<file path="src/rtl/cstate_seq_pkg.sv">
package cstate_seq_pkg;

    typedef enum logic [1:0] {
        TGT_C1 = 2'd0,
        TGT_C2 = 2'd1,
        TGT_C3 = 2'd2,
        TGT_C6 = 2'd3
    } idle_tgt_e;

    typedef enum logic [3:0] {
        CS_RUN,
        CS_HALT,
        CS_SAVE,
        CS_CLKOFF,
        CS_GATE,
        CS_IDLE_PIPE,
        CS_IDLE_CLK,
        CS_IDLE_GATED,
        CS_WAIT_PKG,
        CS_UNGATE,
        CS_CLKON,
        CS_RESTORE
    } core_st_e;

    typedef enum logic [1:0] {
        PK_ON,
        PK_OFF,
        PK_WAKE
    } pkg_st_e;

    typedef struct packed {
        logic run;
        logic pipe_clk;
        logic core_clk;
        logic save_req;
        logic restore_req;
        logic gate;
    } core_drv_t;

    // Output decode for one core sequencer state.
    function automatic core_drv_t drive_of(core_st_e s);
        core_drv_t d;
        d = '0;
        case (s)
            CS_RUN:        begin d.run = 1'b1; d.pipe_clk = 1'b1; d.core_clk = 1'b1; end
            CS_HALT:       begin d.pipe_clk = 1'b1; d.core_clk = 1'b1; end
            CS_SAVE:       begin d.pipe_clk = 1'b1; d.core_clk = 1'b1; d.save_req = 1'b1; end
            CS_IDLE_PIPE:  d.core_clk = 1'b1;
            CS_GATE,
            CS_IDLE_GATED,
            CS_WAIT_PKG:   d.gate = 1'b1;
            CS_CLKON:      begin d.pipe_clk = 1'b1; d.core_clk = 1'b1; end
            CS_RESTORE:    begin d.pipe_clk = 1'b1; d.core_clk = 1'b1; d.restore_req = 1'b1; end
            default:       d = '0;
        endcase
        return d;
    endfunction

    function automatic core_st_e shallow_dest(idle_tgt_e t);
        core_st_e s;
        case (t)
            TGT_C1, TGT_C2: s = CS_IDLE_PIPE;
            TGT_C3:         s = CS_IDLE_CLK;
            default:        s = CS_SAVE;
        endcase
        return s;
    endfunction

endpackage

</file>
<file path="src/rtl/cst_settle_timer.sv">
module cst_settle_timer #(
    parameter int W = 8
) (
    input  logic         clk,
    input  logic         rst,
    input  logic         load,
    input  logic [W-1:0] load_val,
    output logic         done
);
    logic [W-1:0] cnt;

    always_ff @(posedge clk) begin
        if (rst)
            cnt <= '0;
        else if (load)
            cnt <= load_val;
        else if (cnt != '0)
            cnt <= cnt - 1'b1;
    end

    assign done = (cnt == '0);
endmodule

</file>
<file path="src/rtl/cst_core_seq.sv">
module cst_core_seq
    import cstate_seq_pkg::*;
#(
    parameter int SETTLE_W = 8
) (
    input  logic                clk,
    input  logic                rst,
    input  logic                idle_req,
    input  logic [1:0]          idle_tgt,
    input  logic                wake,
    input  logic                save_done,
    input  logic                restore_done,
    input  logic                pkg_ready,
    input  logic [SETTLE_W-1:0] cfg_settle,
    output core_drv_t           drv,
    output logic                gated_idle,
    output logic                wake_pend
);
    core_st_e  st, st_nx;
    idle_tgt_e tgt_q;
    logic      lost_q, lost_nx;
    logic      tmr_load, tmr_done;

    cst_settle_timer #(.W(SETTLE_W)) i_tmr (
        .clk      (clk),
        .rst      (rst),
        .load     (tmr_load),
        .load_val (cfg_settle),
        .done     (tmr_done)
    );

    always_comb begin
        st_nx    = st;
        lost_nx  = lost_q;
        tmr_load = 1'b0;
        case (st)
            CS_RUN:        if (!wake && idle_req) st_nx = CS_HALT;
            CS_HALT:       st_nx = wake ? CS_RUN : shallow_dest(tgt_q);
            CS_SAVE: begin
                if (wake)           st_nx = CS_RUN;
                else if (save_done) st_nx = CS_CLKOFF;
            end
            CS_CLKOFF: begin
                if (wake) st_nx = CS_CLKON;
                else begin
                    st_nx    = CS_GATE;
                    tmr_load = 1'b1;
                    lost_nx  = 1'b1;
                end
            end
            CS_GATE: begin
                if (wake) begin
                    st_nx    = CS_UNGATE;
                    tmr_load = 1'b1;
                end else if (tmr_done) st_nx = CS_IDLE_GATED;
            end
            CS_IDLE_PIPE:  if (wake) st_nx = CS_RUN;
            CS_IDLE_CLK:   if (wake) st_nx = CS_CLKON;
            CS_IDLE_GATED: if (wake) st_nx = CS_WAIT_PKG;
            CS_WAIT_PKG: begin
                if (pkg_ready) begin
                    st_nx    = CS_UNGATE;
                    tmr_load = 1'b1;
                end
            end
            CS_UNGATE:     if (tmr_done) st_nx = CS_CLKON;
            CS_CLKON:      st_nx = lost_q ? CS_RESTORE : CS_RUN;
            CS_RESTORE: begin
                if (restore_done) begin
                    st_nx   = CS_RUN;
                    lost_nx = 1'b0;
                end
            end
            default:       st_nx = CS_RUN;
        endcase
    end

    always_ff @(posedge clk) begin
        if (rst) begin
            st     <= CS_RUN;
            tgt_q  <= TGT_C1;
            lost_q <= 1'b0;
        end else begin
            st     <= st_nx;
            lost_q <= lost_nx;
            if (st == CS_RUN && idle_req && !wake)
                tgt_q <= idle_tgt_e'(idle_tgt);
        end
    end

    assign drv        = drive_of(st);
    assign gated_idle = (st == CS_IDLE_GATED);
    assign wake_pend  = (st == CS_WAIT_PKG);

    // the gate never rises while the core clock was on in the cycle before
    a_r4_clk_off_before_gate: assert property (@(posedge clk) disable iff (rst)
        $rose(drv.gate) |-> !$past(drv.core_clk));

    // a pending save with no wake keeps its request up
    a_r4_save_held: assert property (@(posedge clk) disable iff (rst)
        (drv.save_req && !save_done && !wake) |=> drv.save_req);

    // restore only begins from a clocked, ungated step
    a_r6_restore_after_clkon: assert property (@(posedge clk) disable iff (rst)
        $rose(drv.restore_req) |-> (!drv.gate && $past(drv.core_clk)));

    // execution restarts only out of a state where the core clock ran
    a_r6_run_from_clocked: assert property (@(posedge clk) disable iff (rst)
        $rose(drv.run) |-> $past(drv.core_clk));

    // a wake seen while running keeps the core running
    a_r12_wake_priority: assert property (@(posedge clk) disable iff (rst)
        (drv.run && wake) |=> drv.run);
endmodule

</file>
<file path="src/rtl/cst_pkg_ctrl.sv">
module cst_pkg_ctrl
    import cstate_seq_pkg::*;
#(
    parameter int NCORES   = 4,
    parameter int SETTLE_W = 8
) (
    input  logic                clk,
    input  logic                rst,
    input  logic [NCORES-1:0]   gated_idle,
    input  logic [NCORES-1:0]   wake,
    input  logic [NCORES-1:0]   wake_pend,
    input  logic [SETTLE_W-1:0] cfg_settle,
    output logic                uncore_clk_en,
    output logic                io_lowpwr,
    output logic                pkg_ready
);
    pkg_st_e st, st_nx;
    logic    tmr_load, tmr_done;

    cst_settle_timer #(.W(SETTLE_W)) i_tmr (
        .clk      (clk),
        .rst      (rst),
        .load     (tmr_load),
        .load_val (cfg_settle),
        .done     (tmr_done)
    );

    always_comb begin
        st_nx    = st;
        tmr_load = 1'b0;
        case (st)
            PK_ON:   if ((&gated_idle) && !(|wake)) st_nx = PK_OFF;
            PK_OFF: begin
                if (|wake_pend) begin
                    st_nx    = PK_WAKE;
                    tmr_load = 1'b1;
                end
            end
            PK_WAKE: if (tmr_done) st_nx = PK_ON;
            default: st_nx = PK_ON;
        endcase
    end

    always_ff @(posedge clk) begin
        if (rst) st <= PK_ON;
        else     st <= st_nx;
    end

    assign uncore_clk_en = (st != PK_OFF);
    assign io_lowpwr     = (st == PK_OFF);
    assign pkg_ready     = (st == PK_ON);

    // the package only sleeps out of a cycle in which every core was gated idle
    a_r8_sleep_needs_all_gated: assert property (@(posedge clk) disable iff (rst)
        $rose(io_lowpwr) |-> $past(&gated_idle));
endmodule

</file>
<file path="src/rtl/cstate_sequencer.sv">
module cstate_sequencer
    import cstate_seq_pkg::*;
#(
    parameter int NCORES   = 4,
    parameter int SETTLE_W = 8
) (
    input  logic                  clk,
    input  logic                  rst,
    input  logic [SETTLE_W-1:0]   cfg_settle,
    input  logic [NCORES-1:0]     idle_req,
    input  logic [2*NCORES-1:0]   idle_tgt,
    input  logic [NCORES-1:0]     wake,
    input  logic [NCORES-1:0]     save_done,
    input  logic [NCORES-1:0]     restore_done,
    output logic [NCORES-1:0]     core_run,
    output logic [NCORES-1:0]     pipe_clk_en,
    output logic [NCORES-1:0]     core_clk_en,
    output logic [NCORES-1:0]     save_req,
    output logic [NCORES-1:0]     restore_req,
    output logic [NCORES-1:0]     pwr_gate,
    output logic                  uncore_clk_en,
    output logic                  io_lowpwr
);
    localparam int TGT_W = 2;

    logic [NCORES-1:0] gated_idle, wake_pend;
    logic              pkg_ready;

    for (genvar c = 0; c < NCORES; c++) begin : g_core
        core_drv_t drv;

        cst_core_seq #(.SETTLE_W(SETTLE_W)) i_seq (
            .clk          (clk),
            .rst          (rst),
            .idle_req     (idle_req[c]),
            .idle_tgt     (idle_tgt[c*TGT_W +: TGT_W]),
            .wake         (wake[c]),
            .save_done    (save_done[c]),
            .restore_done (restore_done[c]),
            .pkg_ready    (pkg_ready),
            .cfg_settle   (cfg_settle),
            .drv          (drv),
            .gated_idle   (gated_idle[c]),
            .wake_pend    (wake_pend[c])
        );

        assign core_run[c]    = drv.run;
        assign pipe_clk_en[c] = drv.pipe_clk;
        assign core_clk_en[c] = drv.core_clk;
        assign save_req[c]    = drv.save_req;
        assign restore_req[c] = drv.restore_req;
        assign pwr_gate[c]    = drv.gate;

        // a core supply is only restored while the uncore is awake
        a_r9_ungate_needs_uncore: assert property (@(posedge clk) disable iff (rst)
            $fell(pwr_gate[c]) |-> (uncore_clk_en && !io_lowpwr));
    end

    cst_pkg_ctrl #(.NCORES(NCORES), .SETTLE_W(SETTLE_W)) i_pkg (
        .clk           (clk),
        .rst           (rst),
        .gated_idle    (gated_idle),
        .wake          (wake),
        .wake_pend     (wake_pend),
        .cfg_settle    (cfg_settle),
        .uncore_clk_en (uncore_clk_en),
        .io_lowpwr     (io_lowpwr),
        .pkg_ready     (pkg_ready)
    );

    // package low power implies every core gate is open
    a_r8_lowpwr_all_gated: assert property (@(posedge clk) disable iff (rst)
        io_lowpwr |-> (&pwr_gate));
endmodule

</file>
<file path="config.mk">
export PLATFORM = sky130hd
export DESIGN_NAME = cstate_sequencer
export DESIGN_NICKNAME = d
export VERILOG_FILES = /design/src/rtl/cstate_seq_pkg.sv /design/src/rtl/cst_settle_timer.sv /design/src/rtl/cst_core_seq.sv /design/src/rtl/cst_pkg_ctrl.sv /design/src/rtl/cstate_sequencer.sv
export SDC_FILE = /design/constraint.sdc
export NUM_CORES = 1
export LEC_CHECK = 0
export BUFFER_PORTS_ARGS = -buffer_cell sky130_fd_sc_hd__buf_2
export CORE_UTILIZATION = 50
export DETAILED_ROUTE_END_ITERATION = 8
export PLACE_DENSITY = 0.8
export SYNTH_ARGS = -nofsm -noshare
export SYNTH_HDL_FRONTEND = slang
export SYNTH_SLANG_ARGS = --single-unit
</file>
<file path="constraint.sdc">
create_clock -name clk -period 3.2 [get_ports clk]
set_clock_uncertainty 0.05 [all_clocks]
set_input_delay 0.96 -clock clk [delete_from_list [all_inputs] [get_ports clk]]
set_output_delay 0.96 -clock clk [all_outputs]
set_load 0.05 [all_outputs]
</file>
==> flow_summary_export.csv <==
group,metric,value,unit
logic_synthesis,mapped_nets,730,
setup_path,worst-endpoint-arrival,1930,ps
clock_tree,ctsLongestPathBuffers,2,
finish,mostFrequentLayoutCells,"sky130_fd_sc_hd__nor2_1 (84), sky130_fd_sc_hd__dfxtp_1 (70), sky130_fd_sc_hd__buf_2 (59)",
power_and_ir_drop,power_density,918,nW/µm²
timing,rsz0062_at_grt,"false",
finish,num-nets-final,760,
worst_hold_path,hold_path_end,"g_core[2].i_seq.i_tmr.cnt[5]",
place,dp_cells,838,
logic_synthesis,synth_enable_flop_cells,0,
logic_synthesis,synthesis.area,5070,µm²
floorplan,die_h,103,µm
finish,layout.cells.most_common,"sky130_fd_sc_hd__nor2_1",
power_and_ir_drop,internal_power,2.76,mW
timing,timing_max_transition_violations_final,0,
setup_path,path_delay_family,"flip-flops",
setup_path,critical_setup_path_class,"flop to primary output",
logic_synthesis,synth-warning-count,0,
setup_path,worst_ep_required_time,2190,ps
timing,timing_worst_slew_pin_value,1060,ps
power_and_ir_drop,switching_power,2.40,mW
timing,hold_violations,0,
clock_tree,cts_tree,"yes",
timing,setup_viol_count_final,0,
route,detail_route.first_pass.iterations,5,
clock_tree,cts_hold_repair.buffers,0,
clock_tree,clockRootBuffer,"sky130_fd_sc_hd__clkbuf_8",
setup_path,reg2reg_slack,580,ps
route,drc,0,
finish,layout.cells.non_filler,854,
timing,slew_hr,29.3,%
finish,nFillCells,929,
setup_path,r2r.worst_path.cells,7,
setup_path,max_stage_delay,670,ps
route,wirelength_met1,5720,µm
logic_synthesis,synth-main-ff-cell,"sky130_fd_sc_hd__dfxtp_1",
setup_path,worst_r2r_startpoint,"g_core[1].i_seq.st[0]",
power_and_ir_drop,power.share.combinational,55.5,%
clock_tree,cts.sinks,70,
clock_tree,cts_resized,0,
setup_path,critical-path-slowest-cell,"sky130_fd_sc_hd__dfxtp_1",
setup_path,timing.critical_path.buf_inv,1,
route,wl_met2,6360,µm
clock_tree,numCtsBuffers,9,
route,detailroute.wirelength.met3,817,µm
floorplan,total_die_area,10500,µm²
power_and_ir_drop,share_clk_of_total_power,14.5,%
place,place.gp.congestion,0.906,
setup_path,cp.depth,3,
floorplan,boundaryPins,60,
floorplan,core-area,9820,µm²
clock_tree,worstSkewPairLatency,350,ps
global_routing,groute.usage.overall,25.4,%
global_routing,grt_first_pass_wirelength,21300,µm
clock_tree,htreeDepth,3,
finish,sequential_area,1400,µm²
floorplan,die_width,103,µm
finish,syn2layout_area_growth,10.9,%
global_routing,total_grt_overflow,0,
floorplan,fp-row-count,36,
timing,crit_path_time_final,2940,ps
place,hpwlAfterDp,9370,µm
clock_tree,cts.clk_slew.worst_paths,80,ps
place,portBuffers,59,
setup_path,cp_cell_sequence,"nor4b_1 -> a31o_2 -> buf_2",
logic_synthesis,postSynthRegisterBits,70,
status,run_status,"completed",
route,detail_route.wl_per_cell,15.3,µm
global_routing,grt_start_max_net_pins,38,
run,max-cap-violations,0,
route,maxUsedRoutingLayer,"met4",
global_routing,grt_antenna_before_repair,0,
setup_path,endpoint_kind,"primary output",
power_and_ir_drop,worst_ir_drop_vdd,0.000390,V
timing,total_negative_slack_for_setup_checks,0,ps
setup_path,worstPathMaxFanout,18,
global_routing,first_global_vias,4597,
power_and_ir_drop,power.share.switching,46.6,%
finish,fraction_of_layout_instances_using_a_drive_strength_above_1,14.1,%
logic_synthesis,synthesis.area_per_instance,7.39,µm²
route,routed_via_density,6.03,
logic_synthesis,syn-instance-count,686,
route,wl,13100,µm
setup_path,r2r_end,"i_pkg.i_tmr.cnt[3]",
timing,layout_worst_path_cycle_share,91.8,%
route,drt-initial-drc-count,442,
logic_synthesis,synth_cell_types,62,
finish,multi_input_comb_area,3380,µm²
floorplan,start_util,51.6,%
timing,hold_slack,449,ps
timing,maxClockFrequency,340,MHz
clock_tree,cts_post_setup_buffers_inserted,0,
route,final_antenna_net_count,0,
route,routed-via-count,5149,
logic_synthesis,yosysSeqAreaShare,27.6,%
worst_hold_path,worst_hold_startpoint,"g_core[2].i_seq.i_tmr.cnt[5]",
power_and_ir_drop,leakage,2.27,nW
logic_synthesis,synth_async_sr_flop_share,0,%
finish,antenna-diode-count,0,
power_and_ir_drop,power.sequential.fraction,30.1,%
worst_hold_path,hold_path_class,"flop to flop",
worst_hold_path,worstHoldPathCells,2,
setup_path,critPathLaunchType,"flop",
==> cells in the mapped netlist, types with 4 or more instances <==
master,number,share of area [%]
sky130_fd_sc_hd__mux2i_1,29,5.7
sky130_fd_sc_hd__ha_1,10,2.5
sky130_fd_sc_hd__or4_1,9,1.3
sky130_fd_sc_hd__or3_1,7,0.86
sky130_fd_sc_hd__nor3_1,21,2.1
sky130_fd_sc_hd__a211oi_1,14,2.1
sky130_fd_sc_hd__a211o_1,5,0.86
sky130_fd_sc_hd__dfxtp_1,70,28
sky130_fd_sc_hd__nor3b_1,7,1.0
sky130_fd_sc_hd__clkbuf_1,42,3.1
sky130_fd_sc_hd__nor4b_1,4,0.69
sky130_fd_sc_hd__xor2_1,10,1.7
sky130_fd_sc_hd__inv_1,28,2.1
sky130_fd_sc_hd__nor4_1,11,1.4
sky130_fd_sc_hd__o211ai_1,9,1.3
sky130_fd_sc_hd__nand3b_1,8,1.2
sky130_fd_sc_hd__nand2_1,50,3.7
sky130_fd_sc_hd__nand2b_1,34,4.2
sky130_fd_sc_hd__o21ai_0,32,3.2
sky130_fd_sc_hd__a31oi_1,5,0.62
sky130_fd_sc_hd__nand4b_1,4,0.69
sky130_fd_sc_hd__nor2_1,84,6.2
sky130_fd_sc_hd__xnor2_1,13,2.2
sky130_fd_sc_hd__buf_2,5,0.49
sky130_fd_sc_hd__a22oi_1,5,0.74
sky130_fd_sc_hd__a311oi_1,6,1.0
sky130_fd_sc_hd__nor2b_1,14,1.7
sky130_fd_sc_hd__nand4_1,5,0.62
sky130_fd_sc_hd__nand3_1,26,2.6
sky130_fd_sc_hd__a21oi_1,58,5.7
sky130_fd_sc_hd__o22ai_1,5,0.62
sky130_fd_sc_hd__or2_2,5,0.62
==> tightest hold or removal path: stages, from the launching register on <==
cell and delay (ps):
sky130_fd_sc_hd__dfxtp_1 320, sky130_fd_sc_hd__nand2_1 50, sky130_fd_sc_hd__a311oi_1 80
==> power by group through the flow <==
stage               Clock [mW]  Sequential, mW  Combinational (mW)
floorplan                    0            1.36                2.49
global placement             0            1.53                2.74
detailed placement           0            1.55                2.83
CTS                      0.758            1.54                2.85
global route             0.800            1.60                3.15
finish                   0.748            1.55                2.86
==> registers in the layout (all words and copies together), names as in the netlist <==
register,count
g_core.i_seq.lost_q,4
i_pkg.i_tmr.cnt,8
g_core.i_seq.i_tmr.cnt,32
g_core.i_seq.tgt_q,8
g_core.i_seq.st,16
i_pkg.st,2
==> kinds of logic after synthesis <==
logic type | synth area share (%)
buffers and inverters | 5.83
AND/OR/NAND/NOR | 32.8
flip-flops | 27.6
XOR/XNOR | 4.30
multiplexers | 6.17
adder cells (fa/ha/maj) | 2.86
AO/OA/AOI/OAI | 20.4
==> cell type report <==
cell class              count  area share [%]
clock inverters             5            1.00
flip-flops and latches     70            24.9
clock buffers              11            2.69
well taps                 133            2.96
inverters                  28            1.87
repair buffers             68            6.45
multi-input cells         539            60.1
==> per-layer routing <==
metal | track usage (%) | vias to the layer above
li1 | - | 2527
met1 | 32.8 | 2408
met2 | 42.6 | 189
met3 | 5.22 | 25
met4 | 7.36 | 0
met5 | 0 | -
==> through the flow <==
stage | utilization (%) | power, mW | cell area, µm² | setup slack [ps]
after floorplan | - | 3.84 | 5070 | 45.9
after global placement | 55.1 | 4.27 | 5410 | 602
after detailed placement | 55.1 | 4.38 | 5410 | 499
after CTS | 57.3 | 5.14 | 5620 | 266
after global routing | 57.3 | 5.55 | 5620 | 105
final | 57.3 | 5.16 | 5620 | 261
==> worst max-delay path by stage <==
stage,from,end,slack [ps]
after floorplan,g_core[2].i_seq.st[1],g_core[2].i_seq.st[0],50
after global placement,wake[2],g_core[2].i_seq.i_tmr.cnt[0],600
after detailed placement,wake[2],g_core[2].i_seq.i_tmr.cnt[0],500
after CTS,g_core[1].i_seq.st[3],pwr_gate[1],270
after global routing,g_core[0].i_seq.st[3],pwr_gate[0],100
final,g_core[1].i_seq.st[3],pwr_gate[1],260
No activity file was read; power rests on OpenSTA's default activity.
